<file path="src/rtl/rsup_pkg.sv">
package rsup_pkg;

   typedef enum logic [2:0] {
      ST_OFF       = 3'd0,
      ST_START_POS = 3'd1,
      ST_START_NEG = 3'd2,
      ST_RUN       = 3'd3,
      ST_FAULT     = 3'd4
   } rail_state_t;

   localparam int unsigned RAIL_POS = 0;
   localparam int unsigned RAIL_NEG = 1;
   localparam int unsigned N_RAILS  = 2;

   function automatic int unsigned ms_to_cycles(input int unsigned khz,
                                                input int unsigned ms);
      return khz * ms;
   endfunction

endpackage

</file>
<file path="src/rtl/rsup_elapsed.sv">
module rsup_elapsed #(
   parameter int unsigned W = 8
) (
   input  logic         clk,
   input  logic         rst_n,
   input  logic         clr,
   input  logic         inc,
   output logic [W-1:0] cnt
);

   localparam logic [W-1:0] TOP = {W{1'b1}};

   generate
      if (W < 2) begin : g_bad_w
         $error("rsup_elapsed: W must be at least 2");
      end
   endgenerate

   always_ff @(posedge clk or negedge rst_n) begin
      if (!rst_n)
         cnt <= '0;
      else if (clr)
         cnt <= '0;
      else if (inc && (cnt != TOP))
         cnt <= cnt + 1'b1;
   end

endmodule

</file>
<file path="src/rtl/rsup_persist.sv">
module rsup_persist #(
   parameter int unsigned LIMIT = 300
) (
   input  logic clk,
   input  logic rst_n,
   input  logic arm,
   input  logic flag,
   output logic trip
);

   localparam int unsigned CW = (LIMIT < 2) ? 1 : $clog2(LIMIT);
   localparam logic [CW-1:0] LAST = CW'(LIMIT - 1);

   generate
      if (LIMIT < 2) begin : g_bad_limit
         $error("rsup_persist: LIMIT must be at least 2 cycles");
      end
   endgenerate

   logic [CW-1:0] run_len;
   logic          at_last;

   assign at_last = (run_len == LAST);
   assign trip    = arm && flag && at_last;

   always_ff @(posedge clk or negedge rst_n) begin
      if (!rst_n)
         run_len <= '0;
      else if (!arm || !flag)
         run_len <= '0;
      else if (!at_last)
         run_len <= run_len + 1'b1;
   end

endmodule

</file>
<file path="src/rtl/rsup_fsm.sv">
module rsup_fsm
   import rsup_pkg::*;
#(
   parameter int unsigned W        = 12,
   parameter int unsigned DLY_CYC  = 1000,
   parameter int unsigned CHK_CYC  = 2000
) (
   input  logic         clk,
   input  logic         rst_n,
   input  logic         en_i,
   input  logic         uvlo_i,
   input  logic         otemp_i,
   input  logic         pos_reg_i,
   input  logic         neg_thr_i,
   input  logic         neg_reg_i,
   input  logic         rt_trip_i,
   input  logic [W-1:0] elapsed_i,
   output rail_state_t  state_o,
   output logic         tmr_inc_o,
   output logic         tmr_clr_o,
   output logic         run_o
);

   localparam logic [W-1:0] DLY_LAST = W'(DLY_CYC - 1);
   localparam logic [W-1:0] CHK_LAST = W'(CHK_CYC - 1);

   generate
      if (CHK_CYC <= DLY_CYC) begin : g_bad_order
         $error("rsup_fsm: regulation deadline must follow the start window");
      end
      if (DLY_CYC < 2) begin : g_bad_dly
         $error("rsup_fsm: start window too short");
      end
   endgenerate

   rail_state_t st, nxt;
   logic        hit_dly, hit_chk, stop_req, start_bad;

   assign hit_dly   = (elapsed_i == DLY_LAST);
   assign hit_chk   = (elapsed_i == CHK_LAST);
   assign stop_req  = uvlo_i || !en_i;
   assign start_bad = !pos_reg_i || neg_thr_i;

   always_comb begin
      nxt = st;
      if (st == ST_OFF) begin
         if (!stop_req)
            nxt = otemp_i ? ST_FAULT : ST_START_POS;
      end else if (st == ST_FAULT) begin
         if (stop_req)
            nxt = ST_OFF;
      end else if (stop_req) begin
         nxt = ST_OFF;
      end else if (otemp_i) begin
         nxt = ST_FAULT;
      end else if (st == ST_START_POS) begin
         if (hit_dly)
            nxt = start_bad ? ST_FAULT : ST_START_NEG;
      end else if (st == ST_START_NEG) begin
         if (hit_chk)
            nxt = neg_reg_i ? ST_RUN : ST_FAULT;
      end else if (st == ST_RUN) begin
         if (rt_trip_i)
            nxt = ST_FAULT;
      end else begin
         nxt = ST_OFF;
      end
   end

   always_ff @(posedge clk or negedge rst_n) begin
      if (!rst_n)
         st <= ST_OFF;
      else
         st <= nxt;
   end

   assign state_o   = st;
   assign tmr_inc_o = (st == ST_START_POS) || (st == ST_START_NEG);
   assign tmr_clr_o = !tmr_inc_o;
   assign run_o     = (st == ST_RUN);

endmodule

</file>
<file path="src/rtl/rail_seq_supervisor.sv">
module rail_seq_supervisor
   import rsup_pkg::*;
#(
   parameter int unsigned CLK_KHZ      = 100,
   parameter int unsigned START_MS     = 10,
   parameter int unsigned NEG_CHECK_MS = 20,
   parameter int unsigned PERSIST_MS   = 3
) (
   input  logic clk,
   input  logic rst_n,
   input  logic en_i,
   input  logic uvlo_i,
   input  logic otemp_i,
   input  logic pos_reg_i,
   input  logic pos_low_i,
   input  logic neg_thr_i,
   input  logic neg_reg_i,
   input  logic neg_drift_i,
   output logic pos_en_o,
   output logic neg_en_o,
   output logic dischg_o,
   output logic soft_o,
   output logic fault_o
);

   localparam int unsigned DLY_CYC  = ms_to_cycles(CLK_KHZ, START_MS);
   localparam int unsigned CHK_CYC  = ms_to_cycles(CLK_KHZ, NEG_CHECK_MS);
   localparam int unsigned PER_CYC  = ms_to_cycles(CLK_KHZ, PERSIST_MS);
   localparam int unsigned TW       = $clog2(CHK_CYC + 1);

   generate
      if (CLK_KHZ == 0) begin : g_bad_clk
         $error("rail_seq_supervisor: CLK_KHZ must be nonzero");
      end
      if (PERSIST_MS == 0) begin : g_bad_persist
         $error("rail_seq_supervisor: PERSIST_MS must be nonzero");
      end
   endgenerate

   rail_state_t         state;
   logic [TW-1:0]       elapsed;
   logic                tmr_inc, tmr_clr, in_run;
   logic [N_RAILS-1:0]  rt_flag, rt_trip;

   assign rt_flag[RAIL_POS] = pos_low_i;
   assign rt_flag[RAIL_NEG] = neg_drift_i;

   rsup_elapsed #(.W(TW)) u_elapsed (
      .clk   (clk),
      .rst_n (rst_n),
      .clr   (tmr_clr),
      .inc   (tmr_inc),
      .cnt   (elapsed)
   );

   for (genvar r = 0; r < N_RAILS; r++) begin : g_rail
      rsup_persist #(.LIMIT(PER_CYC)) u_persist (
         .clk   (clk),
         .rst_n (rst_n),
         .arm   (in_run),
         .flag  (rt_flag[r]),
         .trip  (rt_trip[r])
      );
   end

   rsup_fsm #(
      .W       (TW),
      .DLY_CYC (DLY_CYC),
      .CHK_CYC (CHK_CYC)
   ) u_fsm (
      .clk       (clk),
      .rst_n     (rst_n),
      .en_i      (en_i),
      .uvlo_i    (uvlo_i),
      .otemp_i   (otemp_i),
      .pos_reg_i (pos_reg_i),
      .neg_thr_i (neg_thr_i),
      .neg_reg_i (neg_reg_i),
      .rt_trip_i (|rt_trip),
      .elapsed_i (elapsed),
      .state_o   (state),
      .tmr_inc_o (tmr_inc),
      .tmr_clr_o (tmr_clr),
      .run_o     (in_run)
   );

   assign pos_en_o = (state == ST_START_POS) || (state == ST_START_NEG) || (state == ST_RUN);
   assign neg_en_o = (state == ST_START_NEG) || (state == ST_RUN);
   assign soft_o   = (state == ST_START_POS);
   assign fault_o  = (state == ST_FAULT);
   assign dischg_o = (state == ST_OFF) || (state == ST_FAULT);

endmodule

</file>
<file path="config.mk">
export PLATFORM = sky130hd
export DESIGN_NAME = rail_seq_supervisor
export DESIGN_NICKNAME = d
export VERILOG_FILES = /design/src/rtl/rsup_pkg.sv /design/src/rtl/rsup_elapsed.sv /design/src/rtl/rsup_persist.sv /design/src/rtl/rsup_fsm.sv /design/src/rtl/rail_seq_supervisor.sv
export SDC_FILE = /design/constraint.sdc
export NUM_CORES = 1
export LEC_CHECK = 0
export ABC_CLOCK_PERIOD_IN_PS = 2100
export BUFFER_PORTS_ARGS = -buffer_cell sky130_fd_sc_hd__buf_2
export CORE_MARGIN = 5
export CORE_UTILIZATION = 40
export DETAILED_ROUTE_END_ITERATION = 8
export MAX_ROUTING_LAYER = met4
export PLACE_DENSITY_LB_ADDON = 0.2
export SYNTH_ARGS = -nofsm -noshare
export SYNTH_HDL_FRONTEND = slang
export SYNTH_HIERARCHICAL = 1
export SYNTH_SLANG_ARGS = --single-unit
</file>
<file path="constraint.sdc">
create_clock -name clk -period 2.1 [get_ports clk]
set_input_delay 0.105 -clock clk [delete_from_list [all_inputs] [get_ports clk]]
set_output_delay 0.105 -clock clk [all_outputs]
set_load 0.02 [all_outputs]
</file>
---- After elaboration in Yosys (flattened, before gate mapping) ----
Cells that the tools add are included.
word-level totals
  bits in registers ....................... 32
  input bits .............................. 10
  output and inout port bits .............. 5
  word-level logic and storage cells ...... 66
operators by class
  add/subtract/negate cells ............... 3
  equal/unequal tests ..................... 17
  muxes and demuxes ....................... 21
  reductions and logical operators ........ 21
operators with widths
  cell                                             count
  2-to-1 mux 3 bit                                 15
  2-to-1 mux 9 bit                                 4
  2-to-1 mux 11 bit                                2
  adder 9 x 1 -> 9 bit, second input constant      2
  == test 9 bit, second input constant             2
  adder 11 x 1 -> 11 bit, second input constant    1
  == test 11 x 10 -> 1 bit, second input constant  1
  == test 11 bit, second input constant            1
  != test 11 bit, second input constant            1
  logical OR 1 bit                                 8
  != test 2 bit, second input constant             4
  != test 7 x 5 -> 1 bit, second input constant    1
  == test 3 x 2 -> 1 bit, second input constant    2
  != test 6 x 3 -> 1 bit, second input constant    1
  logical AND 1 bit                                5
  zero test 1 bit                                  5
  != test 5 x 2 -> 1 bit, second input constant    1
  AND reduction 5 bit                              1
  == test 3 x 1 -> 1 bit, second input constant    1
  == test 3 bit, second input constant             1
  zero test 3 bit                                  1
  != test 3 x 1 -> 1 bit, second input constant    1
  OR reduction 2 bit                               1

---- Depth between registers and ports, before layout ----
Gate-level depths: netlist (run 1).
  depth after elaboration ................. 12
  depth in mapped cells ................... 10

---- By module ----
Netlist (run 1), hierarchy kept.
modules (own cells, without submodules)
  module               times used  cells an instance  area each (um^2)
  rsup_persist         2           49                 471.7
  rsup_elapsed         1           58                 618.1
  rsup_fsm             1           43                 370.4
  rail_seq_supervisor  1           6                  53.8

---- Least setup slack after synthesis (run 1) ----
Ideal clock, no wire load.
  path type ............................... register -> register
  start point ............................. reg g_rail[1].u_persist.run_len[0]
  end point ............................... reg u_fsm.st[1], in the netlist u_fsm/state_o[1]
  setup time .............................. 92 ps
  data arrival time ....................... 1,988 ps
  required time ........................... 2,008 ps
  path slack .............................. 20 ps
  stages on the path, launching flop included .. 11
  buffers on the path ..................... 0
  cell sequence ........................... dfrtp_1 > ha_1 > and4b_1 > nand2_1 > nor2_1 > or2_2 > nor4bb_1 > mux2i_1 > o21ai_2 > o21ai_1 > o31ai_2
between the ends
  longest elaborated chain between the ends .. 5
ends and longest elaborated chain
  element                           line                       RTL
  start, declared                   rsup_persist.sv:20         logic [CW-1:0] run_len;
  start signal, assigned            rsup_persist.sv:32         run_len <= run_len + 1'b1;
  == test 9 bit                     rsup_persist.sv:23         assign at_last = (run_len == LAST);
  logical AND 1 bit                 rsup_persist.sv:24         assign trip = arm && flag && at_last;
  named net rt_trip[1]              rail_seq_supervisor.sv:43  logic [N_RAILS-1:0] rt_flag, rt_trip;
  OR reduction 2 bit                rail_seq_supervisor.sv:79  .rt_trip_i (|rt_trip),
  != test 7 x 5 -> 1 bit (no line)  --
  AND reduction 5 bit (no line)     --
  end signal, assigned              rsup_fsm.sv:74             st <= nxt;
  end, declared                     rsup_fsm.sv:36             rail_state_t st, nxt;
The timed path passes the listed nets, and every way through them passes these cells.
A chain may end at the register's enable or synchronous reset.

---- Final worst setup path (run 1) ----
  start point ............................. reg g_rail[1].u_persist.run_len[1]
  end point ............................... reg u_fsm.st[1], in the netlist u_fsm/state_o[1]
The elaborated chain is that of the path after synthesis.

==> results of run 1 <==
[flip-flops by register name (all words and copies together), names as in the netlist]
register / flops
g_rail.u_persist/run_len: 18
u_elapsed/cnt: 11
u_fsm/state_o: 3
[logic make-up after synthesis]
kind of cell | after synthesis | synth area share
multiplexers | 6 | 0.0302
AO/OA/AOI/OAI | 53 | 0.192
buffers and inverters | 11 | 0.0227
flip-flops | 32 | 0.403
AND/OR/NAND/NOR | 92 | 0.298
XOR/XNOR | 8 | 0.0353
adder cells (fa/ha/maj) | 3 | 0.0189
[final timing paths]
path / from / endpoint / cells after the start
max: g_rail[1].u_persist/run_len[1] / u_fsm/state_o[1] / 10
min: uvlo_i / u_fsm/state_o[2] / 4
max reg2reg: g_rail[1].u_persist/run_len[1] / u_fsm/state_o[1] / 10
min reg2reg: g_rail[0].u_persist/run_len[8] / g_rail[0].u_persist/run_len[8] / 2
max in group asynchronous: rst_n / g_rail[1].u_persist/run_len[2] / 2
min in group asynchronous: rst_n / g_rail[0].u_persist/run_len[4] / 2
[worst max-delay path: cells and delay by family, from the launching register on]
| kind | cells | cell delay, ps |
|---|---|---|
| AOI/OAI and AO/OA | 3 | 390 |
| and+or+nand+nor | 5 | 840 |
| muxes | 1 | 120 |
| DFF | 1 | 390 |
| adders and majority gates | 1 | 190 |
[stage by stage]
| step | hold WS (ps) | cells | cell area, sq um | total power, mW | TNS (ps) |
|---|---|---|---|---|---|
| global route | 193 | 318 | 2470 | 1.67 | -5.96 |
| finish | 154 | 318 | 2470 | 1.58 | 0 |
| CTS | 140 | 315 | 2420 | 1.60 | 0 |
| detailed placement | 217 | 306 | 2300 | 1.01 | -1.47 |
| global placement | 211 | 306 | 2300 | 1.01 | 0 |
| floorplan | -191 | 205 | 1990 | 0.894 | 0 |
[routing by layer]
metal,vias to the layer above,GRT usage,wire length [um]
met5,-,-,0
met4,0,0.0557,56
met1,778,0.186,2060
met3,6,0.0336,99
met2,17,0.242,1970
li1,852,-,-
[layout make-up]
class | count | area, sq um | share of cell area
clock buffer | 6 | 72.6 | 0.0294
clock inverter | 2 | 35.0 | 0.0142
inverter | 8 | 30.0 | 0.0122
multi-input combinational | 162 | 1170 | 0.474
sequential | 32 | 801 | 0.325
tap | 67 | 83.8 | 0.0340
timing repair buffer | 41 | 275 | 0.112
[synth_stat cells (2+ instances only)]
| library cell | count | area [sq um] |
|---|---|---|
| a211o_1 | 3 | 26.3 |
| a21o_1 | 3 | 22.5 |
| a21oi_1 | 20 | 100 |
| and2_1 | 2 | 12.5 |
| and3_2 | 2 | 15.0 |
| and4_2 | 2 | 20.0 |
| and4b_1 | 2 | 20.0 |
| clkbuf_1 | 2 | 7.51 |
| dfrtp_1 | 32 | 801 |
| ha_1 | 3 | 37.5 |
| inv_1 | 8 | 30.0 |
| mux2i_1 | 6 | 60.1 |
| nand2_1 | 19 | 71.3 |
| nand2b_1 | 2 | 12.5 |
| nand3_1 | 10 | 50.1 |
| nand3_2 | 2 | 20.0 |
| nand3b_1 | 2 | 15.0 |
| nand4_1 | 4 | 25.0 |
| nand4_2 | 2 | 25.0 |
| nor2_1 | 18 | 67.6 |
| nor3_1 | 3 | 15.0 |
| nor3b_2 | 2 | 25.0 |
| nor4b_2 | 2 | 30.0 |
| o211ai_1 | 3 | 22.5 |
| o21ai_0 | 9 | 45.0 |
| o31ai_1 | 2 | 15.0 |
| o31ai_4 | 2 | 42.5 |
| or3_1 | 7 | 43.8 |
| xor2_1 | 8 | 70.1 |
[what timing repair did]
action / 4_1_cts / 5_1_grt
gates resized for setup: 4 / 4
setup buffers: 0 / 3
hold buffers: 1 / 0
endpoints found under the setup margin: 2 / 3
endpoints found under the hold margin: 32 / 0
pin swaps: 4 / 4
[placed cells by master, fill, tap and decap left out, types with 3 or more instances in the layout]
cell / instances
dfrtp_1: 32
buf_4: 26
a21oi_1: 20
nor2_1: 18
nand2_1: 18
buf_2: 14
nand3_1: 10
o21ai_0: 8
xor2_1: 8
inv_1: 8
or3_1: 7
mux2i_1: 6
clkbuf_8: 5
nand4_1: 4
nor3b_2: 3
nor3_1: 3
a211o_1: 3
a21o_1: 3
o211ai_1: 3
[power by group through the flow]
stage | clock network (mW) | registers [mW] | logic [mW]
2_1_floorplan | 0 | 0.672 | 0.222
3_3_place_gp | 0 | 0.672 | 0.337
3_5_place_dp | 0 | 0.672 | 0.339
4_1_cts | 0.596 | 0.661 | 0.343
5_1_grt | 0.621 | 0.665 | 0.380
6_report | 0.578 | 0.662 | 0.343
==> reports/metrics.yaml, run 1 <==
outcome: "completed"
first_pass_iters: 4
cp-end-kind: "register"
vias: 1653
timing.final.ws_setup_ps: 114
slew_headroom: 0.520
final_hold_viol_count: 0
rows: 25
worst_pin_slew_ps: 720
drive_above_1_share: 0.315
max_freq_mhz: 503
drt_wl_total_mm: 4.18
critPathMaxFanout: 4
cts.path.max_buffers: 2
cp_slowest_cell: "dfrtp_1"
fin_util: 0.516
cts_buffers: 5
grt_first_pass_wirelength_mm: 7.49
ys_async_sr_fraction: 1.00
pwr-share-clk: 0.365
coreArea_sq_um: 4790
vdd_drop_max_mv: 0.397
startpoint_type: "register"
yosysUniqueCellTypes: 52
initial_core_util: 0.415
tritoncts: "built"
synthFlopType: "dfrtp_1"
clk_latency_ps: 280
h-tree-depth: 2
dieArea_sq_um: 6470
powerDensity_nw_per_um2: 641
crit_path_cell_trace: "ha_2, and4b_1, nand2_1, nor2_1, or2_4, nor4bb_2, mux2i_1, o21ai_2, o21ai_1, o31ai_2"
finalSetupViolations: 0
synthesis.area_sq_um: 1990
pre_cts_slack_ps: -1.47
ios: 15
r2r_setup_slack_ps: 110
synth_edf_count: 0
cp_data_arrival_time_ps: 2190
nets: 263
p_sw_mw: 0.455
die_height_um: 80.5
fin_crit_ps: 1990
finalClockSkew_ps: 8.42
p_seq_frac: 0.418
yosysSeqAreaShare: 0.403
routedWlPerCell_um: 13.1
die_x_um: 80.5
switching_share: 0.287
cts.sink_count: 32
first_global_vias: 1676
grt_max_degree: 33
dp_hpwl_mm: 3.08
synthesis.nets: 218
slew_violations: 0
ys_seq_elements: 32
finalWeightedCongestion: 0.797
critPathMaxStageDelay_ps: 390
synthCells: 205
diodes: 0
crit_required_ps: 2300
gr-total-overflow: 0
ys_warn_count: 6
share_comb_of_total_power: 0.217
viasPerCell: 5.20
internal_power_mw: 1.13
hold_path_class: "input pin to register"
drv_cap: 0
crit_type: "register to register"
port_buffers: 14
syn2layout_area_growth_pct: 24.3
avgSynthCellArea_sq_um: 9.69
fillers: 453
p_leak_nw: 1.09
clkTransAtPathRegs_ps: 70
ant_nets: 0
antenna_found_initial: 0
timing.final.crit_share: 0.946
clockRootBuffer: "clkbuf_8"
drc: 0
detail_route.iter0.violations: 45
grt_usage: 0.151
(Power assumes the default switching activity.)
==> inputs of run 2 (changes only) <==
- SYNTH_HIERARCHICAL: 1 -> default
==> run 2 against run 1 <==
The flow now finishes with violations (negative setup slack). Wire length shrank 11%. Synthesized cell count shrank 11%. Flip-flop and latch count is the same. Largest cell class unchanged.
==> reports/metrics.yaml, run 2 <==
synth_top_area_frac: 0.450  # +0.0465
nets: 226  # -14%
drc: 0  # unchanged
reg2reg_to: "u_fsm.state_o[0]"
finalWeightedCongestion: 0.890  # +12%
fillers: 424  # -6.4%
drive_above_1_share: 0.192  # -0.123
first_global_vias: 1414  # -16%
dieArea_sq_um: 5890  # -9.1%
slew_violations: 0  # unchanged
drt_wl_total_mm: 3.70  # -11%
ys_warn_count: 0  # -6
rsz0062_at_grt: "true"
vias: 1393  # -16%
viasPerCell: 5.24  # +0.75%
synthesis.area_sq_um: 1780  # -10%
timing.final.crit_share: 1.01  # +0.0637
fin_crit_ps: 2120  # +134 ps
crit_type: "register to register"
finalClockSkew_ps: 8.71  # +0.292 ps
dr_wl_met3_um: 130  # +31%
grt_usage: 0.142  # -0.00916
die_height_um: 76.7  # -4.6%
finalSetupViolations: 1  # +1
fin_util: 0.487  # -0.0289
port_buffers: 14  # unchanged
crit_end: "u_fsm.state_o[0]"
synth.area.top_cells: "dfrtp_1 (45%), nor2_1 (7.8%), xnor2_1 (5.9%)"
ant_nets: 0  # unchanged
synthesis.nets: 195  # -11%
p_leak_nw: 0.922  # -16%
clkTransAtPathRegs_ps: 60  # about the same
final_hold_viol_count: 0  # unchanged
ios: 15  # unchanged
tritoncts: "built"
vdd_drop_max_mv: 0.433  # +9.2%
violations: "negative setup slack"
cp_data_arrival_time_ps: 2290  # +100 ps
avgSynthCellArea_sq_um: 9.78  # +1.0%
hold_ws_ps: 230  # +75.9 ps
ys_seq_elements: 32  # unchanged
cts.path.max_buffers: 2  # unchanged
initial_core_util: 0.412  # -0.00315
layout_commonest_cell: "nor2_1"
max_freq_mhz: 472  # -6.3%
worst_pin_slew_ps: 722  # +1.52 ps
timing.final.ws_setup_ps: -20.1  # -134 ps
clk_latency_ps: 280  # about the same
layout_common_cells: "nor2_1 (37), dfrtp_1 (32), nand3_1 (14), buf_2 (14), buf_4 (14)"
synth_edf_count: 0  # unchanged
post-synth-top-count-cell: "nor2_1"
wl_met2_mm: 1.70  # -13%
post-cts-setup-buffers: 0  # unchanged
reg2reg_from: "g_rail[0].u_persist.run_len[4]"
antenna_found_initial: 0  # unchanged
grt_first_pass_wirelength_mm: 6.56  # -13%
synth_top_area_cell: "dfrtp_1"
syn2layout_area_growth_pct: 18.2
powerDensity_nw_per_um2: 774  # +21%
detail_route.iter0.violations: 75  # +67%
dp_hpwl_mm: 2.76  # -10%
cts.sink_count: 32  # unchanged
largest-register: "g_rail.u_persist.run_len"
grt_max_degree: 33  # unchanged
startpoint_type: "register"
hold_path_class: "input pin to register"
place_area_sq_um: 2000  # -13%
drt-met1-wl_mm: 1.81  # -12%
drv_cap: 0  # unchanged
first_pass_iters: 4  # unchanged
routedWlPerCell_um: 13.9  # +6.0%
yosysUniqueCellTypes: 44  # -15%
die_x_um: 76.7  # -4.6%
crit_required_ps: 2270  # -30 ps
startpoint: "g_rail[0].u_persist.run_len[4]"
yosysSeqAreaShare: 0.450  # +0.0465
synth_common_cells: "nor2_1 (37), dfrtp_1 (32), nand3_1 (14), xnor2_1 (12), xor2_1 (11)"
slew_headroom: 0.519  # -0.00102
rows: 24  # -4.0%
diodes: 0  # unchanged
synthFlopType: "dfrtp_1"
top_layer: "met4"
largest_reg_flops: 18  # unchanged
reg2reg_depth: 5  # -5
postLayoutCellArea_sq_um: 2100  # -15%
cts_buffers: 5  # unchanged
critPathMaxFanout: 3  # -1
clockRootBuffer: "clkbuf_8"
outcome: "finished with violations"
synthCells: 182  # -11%
r2r_setup_slack_ps: -20  # -130 ps
ys_async_sr_fraction: 1.00  # unchanged
coreArea_sq_um: 4320  # -9.6%
cp-end-kind: "register"
gr-total-overflow: 0  # unchanged
h-tree-depth: 2  # unchanged
==> run 2: cell type report <==
cell class,count,area (sq um),area share
Tap cell,52,65.1,0.0309
Sequential cell,32,801,0.380
Clock buffer,8,90.1,0.0428
Timing Repair Buffer,29,185,0.0880
Multi-Input combinational cell,142,940,0.446
Inverter,3,23.8,0.0113
==> run 2: cell families (layout without fill, tap and decap cells) <==
family / Yosys count / in the layout / synth area share
adder cells (fa/ha/maj): 3 / 3 / 0.0211
buffers and inverters: 8 / 40 / 0.0246
AO/OA/AOI/OAI: 19 / 19 / 0.0984
XOR/XNOR: 23 / 23 / 0.113
flip-flops: 32 / 32 / 0.450
AND/OR/NAND/NOR: 92 / 92 / 0.261
multiplexers: 5 / 5 / 0.0316
==> run 2: power by group <==
| group | switching (mW) | internal [mW] | total [mW] | leakage [nW] |
|---|---|---|---|---|
| Clock | 0.207 | 0.267 | 0.474 | 0.0455 |
| Sequential | 0.0558 | 0.650 | 0.706 | 0.444 |
| Combinational | 0.240 | 0.210 | 0.450 | 0.433 |
| Total | 0.503 | 1.13 | 1.63 | 0.922 |
==> run 2: layer usage <==
layer	track usage	vias up
met5	-	-
met4	0.0559	0
met3	0.0422	7
met2	0.212	22
met1	0.179	665
li1	-	699
==> run 2: worst max-delay path: stages (launching register included) <==
cell and delay [ps]:
dfrtp_1 370, or4b_1 510, or4_4 500, o2111ai_2 190
o211ai_2 130, mux2_4 310
==> run 2: how the worst min path moves through the flow <==
stage               startpoint                        endpoint  slack, ps  cells past startpoint
finish                 otemp_i                u_fsm.state_o[2]        230                      4
detailed placement       rst_n  g_rail[0].u_persist.run_len[5]        210                      1
global route           otemp_i                u_fsm.state_o[2]        220                      4
floorplan                rst_n  g_rail[0].u_persist.run_len[0]       -190                      0
CTS                    otemp_i                u_fsm.state_o[2]        220                      4
global placement         rst_n  g_rail[0].u_persist.run_len[5]        200                      1
==> run 2: repair_timing <==
item | CTS | global route
endpoints found under the setup margin | 1 | 3
gates resized for setup | 1 | 0
pin swaps | 0 | 0
cloned | 0 | 0
hold buffers | 1 | 0
hold endpoints to repair | 32 | 0
==> run 2: per-stage QoR <==
step,setup TNS [ps],instances,power [mW],setup slack [ps]
after floorplan,-113,182,0.993,-92.0
after global placement,-38.1,257,1.16,-38.1
after detailed placement,-43.9,257,1.17,-43.9
after CTS,-22.6,266,1.65,-22.6
after global routing,-142,266,1.73,-90.6
final,-20.1,266,1.63,-20.1
==> inputs of run 3 (changes only) <==
==> constraint.sdc (replaced) <==
create_clock -name clk -period 2.1 [get_ports clk]
set_input_delay 0.105 -clock clk [delete_from_list [all_inputs] [get_ports clk]]
set_output_delay 0.105 -clock clk [all_outputs]
set_load 0.05 [all_outputs]
==> run 3 against run 2 <==
The flow still finishes with violations (negative setup slack). Critical endpoint unchanged. First-iteration DRC count shrank 6.7%. Combinational power grew 14%. Worst hold slack gained 27 ps. Largest power group unchanged. Total power grew 0.56%.
==> reports/metrics.yaml, run 3 (synthesis gave the netlist of run 2 again) <==
grt_max_degree: 33  # unchanged
routedWlPerCell_um: 14.3  # +2.8%
dp_hpwl_mm: 2.73  # -1.3%
reg2reg_from: "g_rail[0].u_persist.run_len[4]"
tritoncts: "built"
fillers: 413  # -2.6%
finalClockSkew_ps: 5.33  # -3.37 ps
p_leak_nw: 0.902  # -2.2%
drv_cap: 0  # unchanged
layoutNonFillerInstCount: 260  # -2.3%
first_global_vias: 1375  # -2.8%
port_buffers: 14  # unchanged
initial_core_util: 0.412  # unchanged
outcome: "finished with violations"
fin_util: 0.485  # -0.00174
vdd_drop_max_mv: 0.360  # -17%
seqCellArea_sq_um: 801  # unchanged
cts.sink_count: 32  # unchanged
cts.path.max_buffers: 2  # unchanged
largest-register: "g_rail.u_persist.run_len"
ios: 15  # unchanged
gr-total-overflow: 0  # unchanged
violations: "negative setup slack"
startpoint_type: "register"
first_pass_iters: 4  # unchanged
timing.final.ws_setup_ps: -76.2  # -56.1 ps
crit_type: "register to register"
hold_start: "otemp_i"
layout_common_cells: "nor2_1 (36), dfrtp_1 (32), nand3_1 (14), buf_2 (14), xnor2_1 (12)"
vias: 1417  # +1.7%
ant_nets: 0  # unchanged
clk_latency_ps: 270  # about the same
finalSetupViolations: 3  # +2
nets: 223  # -1.3%
slew_violations: 0  # unchanged
multi_input_area_sq_um: 976  # +3.9%
cp_data_arrival_time_ps: 2330  # +40 ps
finalWeightedCongestion: 0.875  # -1.6%
h-tree-depth: 2  # unchanged
hold_path_class: "input pin to register"
reg2reg_depth: 5  # unchanged
clockRootBuffer: "clkbuf_8"
diodes: 0  # unchanged
die_height_um: 76.7  # unchanged
layout_commonest_cell: "nor2_1"
drt_wl_total_mm: 3.72  # +0.46%
antenna_found_initial: 0  # unchanged
cp-end-kind: "register"
rsz0062_at_grt: "true"
syn2layout_area_growth_pct: 17.8
hold_path_end: "u_fsm.state_o[2]"
final_hold_viol_count: 0  # unchanged
timing.final.crit_share: 1.04  # +0.0267
fin_crit_ps: 2180  # +56.1 ps
post-cts-setup-buffers: 0  # unchanged
min_path_cells: 4  # unchanged
max_freq_mhz: 460  # -2.6%
crit_required_ps: 2260  # about the same
cts_buffers: 5  # unchanged
drive_above_1_share: 0.197  # +0.00553
fin_setup_tns_ps: -86.3  # -66.2 ps
grt_usage: 0.137  # -0.00490
critPathMaxFanout: 3  # unchanged
worst_pin_slew_ps: 723  # +0.658 ps
viasPerCell: 5.45  # +4.1%
rows: 24  # unchanged
dieArea_sq_um: 5890  # unchanged
r2r_setup_slack_ps: -80  # -60 ps
coreArea_sq_um: 4320  # unchanged
drc: 0  # unchanged
reg2reg_to: "u_fsm.state_o[0]"
die_x_um: 76.7  # unchanged
detail_route.iter0.violations: 70  # -6.7%
grt_first_pass_wirelength_mm: 6.35  # -3.2%
powerDensity_nw_per_um2: 781  # +0.92%
p_total_mw: 1.64  # +0.56%
largest_reg_flops: 18  # unchanged
clkTransAtPathRegs_ps: 60  # about the same
dpl.cell_count: 254  # -1.2%
slew_headroom: 0.518  # about the same
run 3: power by group:
group | switching (mW) | internal (mW)
clock network | 0.188 | 0.213
logic | 0.315 | 0.197
registers | 0.0766 | 0.650
run 3: stage by stage:
step                cell area (sq um)  hold slack, ps  setup slack (ps)
global placement                 1990             191             -39.9
floorplan                        1790            -191              -101
finish                           2100             257             -76.2
detailed placement               1990             200             -47.0
CTS                              2070             237             -30.4
global route                     2100             270              -131
run 3: how the worst max path moves through the flow:
stage               cells past startpoint          endpoint                           start  slack [ps]
finish                                  5  u_fsm.state_o[0]  g_rail[0].u_persist.run_len[4]         -80
global route                            5  u_fsm.state_o[0]  g_rail[0].u_persist.run_len[4]        -130
CTS                                     5  u_fsm.state_o[0]  g_rail[0].u_persist.run_len[4]         -30
detailed placement                      5  u_fsm.state_o[0]  g_rail[0].u_persist.run_len[4]         -50
global placement                        5  u_fsm.state_o[0]  g_rail[0].u_persist.run_len[4]         -40
floorplan                               6  u_fsm.state_o[0]                u_fsm.state_o[1]        -100
run 3: what timing repair did:
action                                  4_1_cts  5_1_grt
resized for setup                             1        3
hold endpoints to repair                     32        0
hold buffers                                  1        0
endpoints found under the setup margin        1        3
run 3: worst max-delay path, cell delays in order, from the launching register on:
cell,delay [ps]
dfrtp_1,370
or4b_1,530
or4_4,530
o2111ai_4,220
o211ai_4,110
mux2_4,310
run 3: layer usage:
layer / up-vias / routed length [um] / GRT usage
met5: - / 0 / -
met4: 0 / 90 / 0.0629
met3: 10 / 102 / 0.0328
met2: 25 / 1890 / 0.217
met1: 691 / 1640 / 0.163
li1: 691 / - / -
run 3: area by class of cell:
cell class	count	share of cell area
inverters	3	0.0113
repair buffers	26	0.0776
clock buffers	5	0.0328
well taps	52	0.0310
multi-input cells	142	0.465
flip-flops and latches	32	0.382
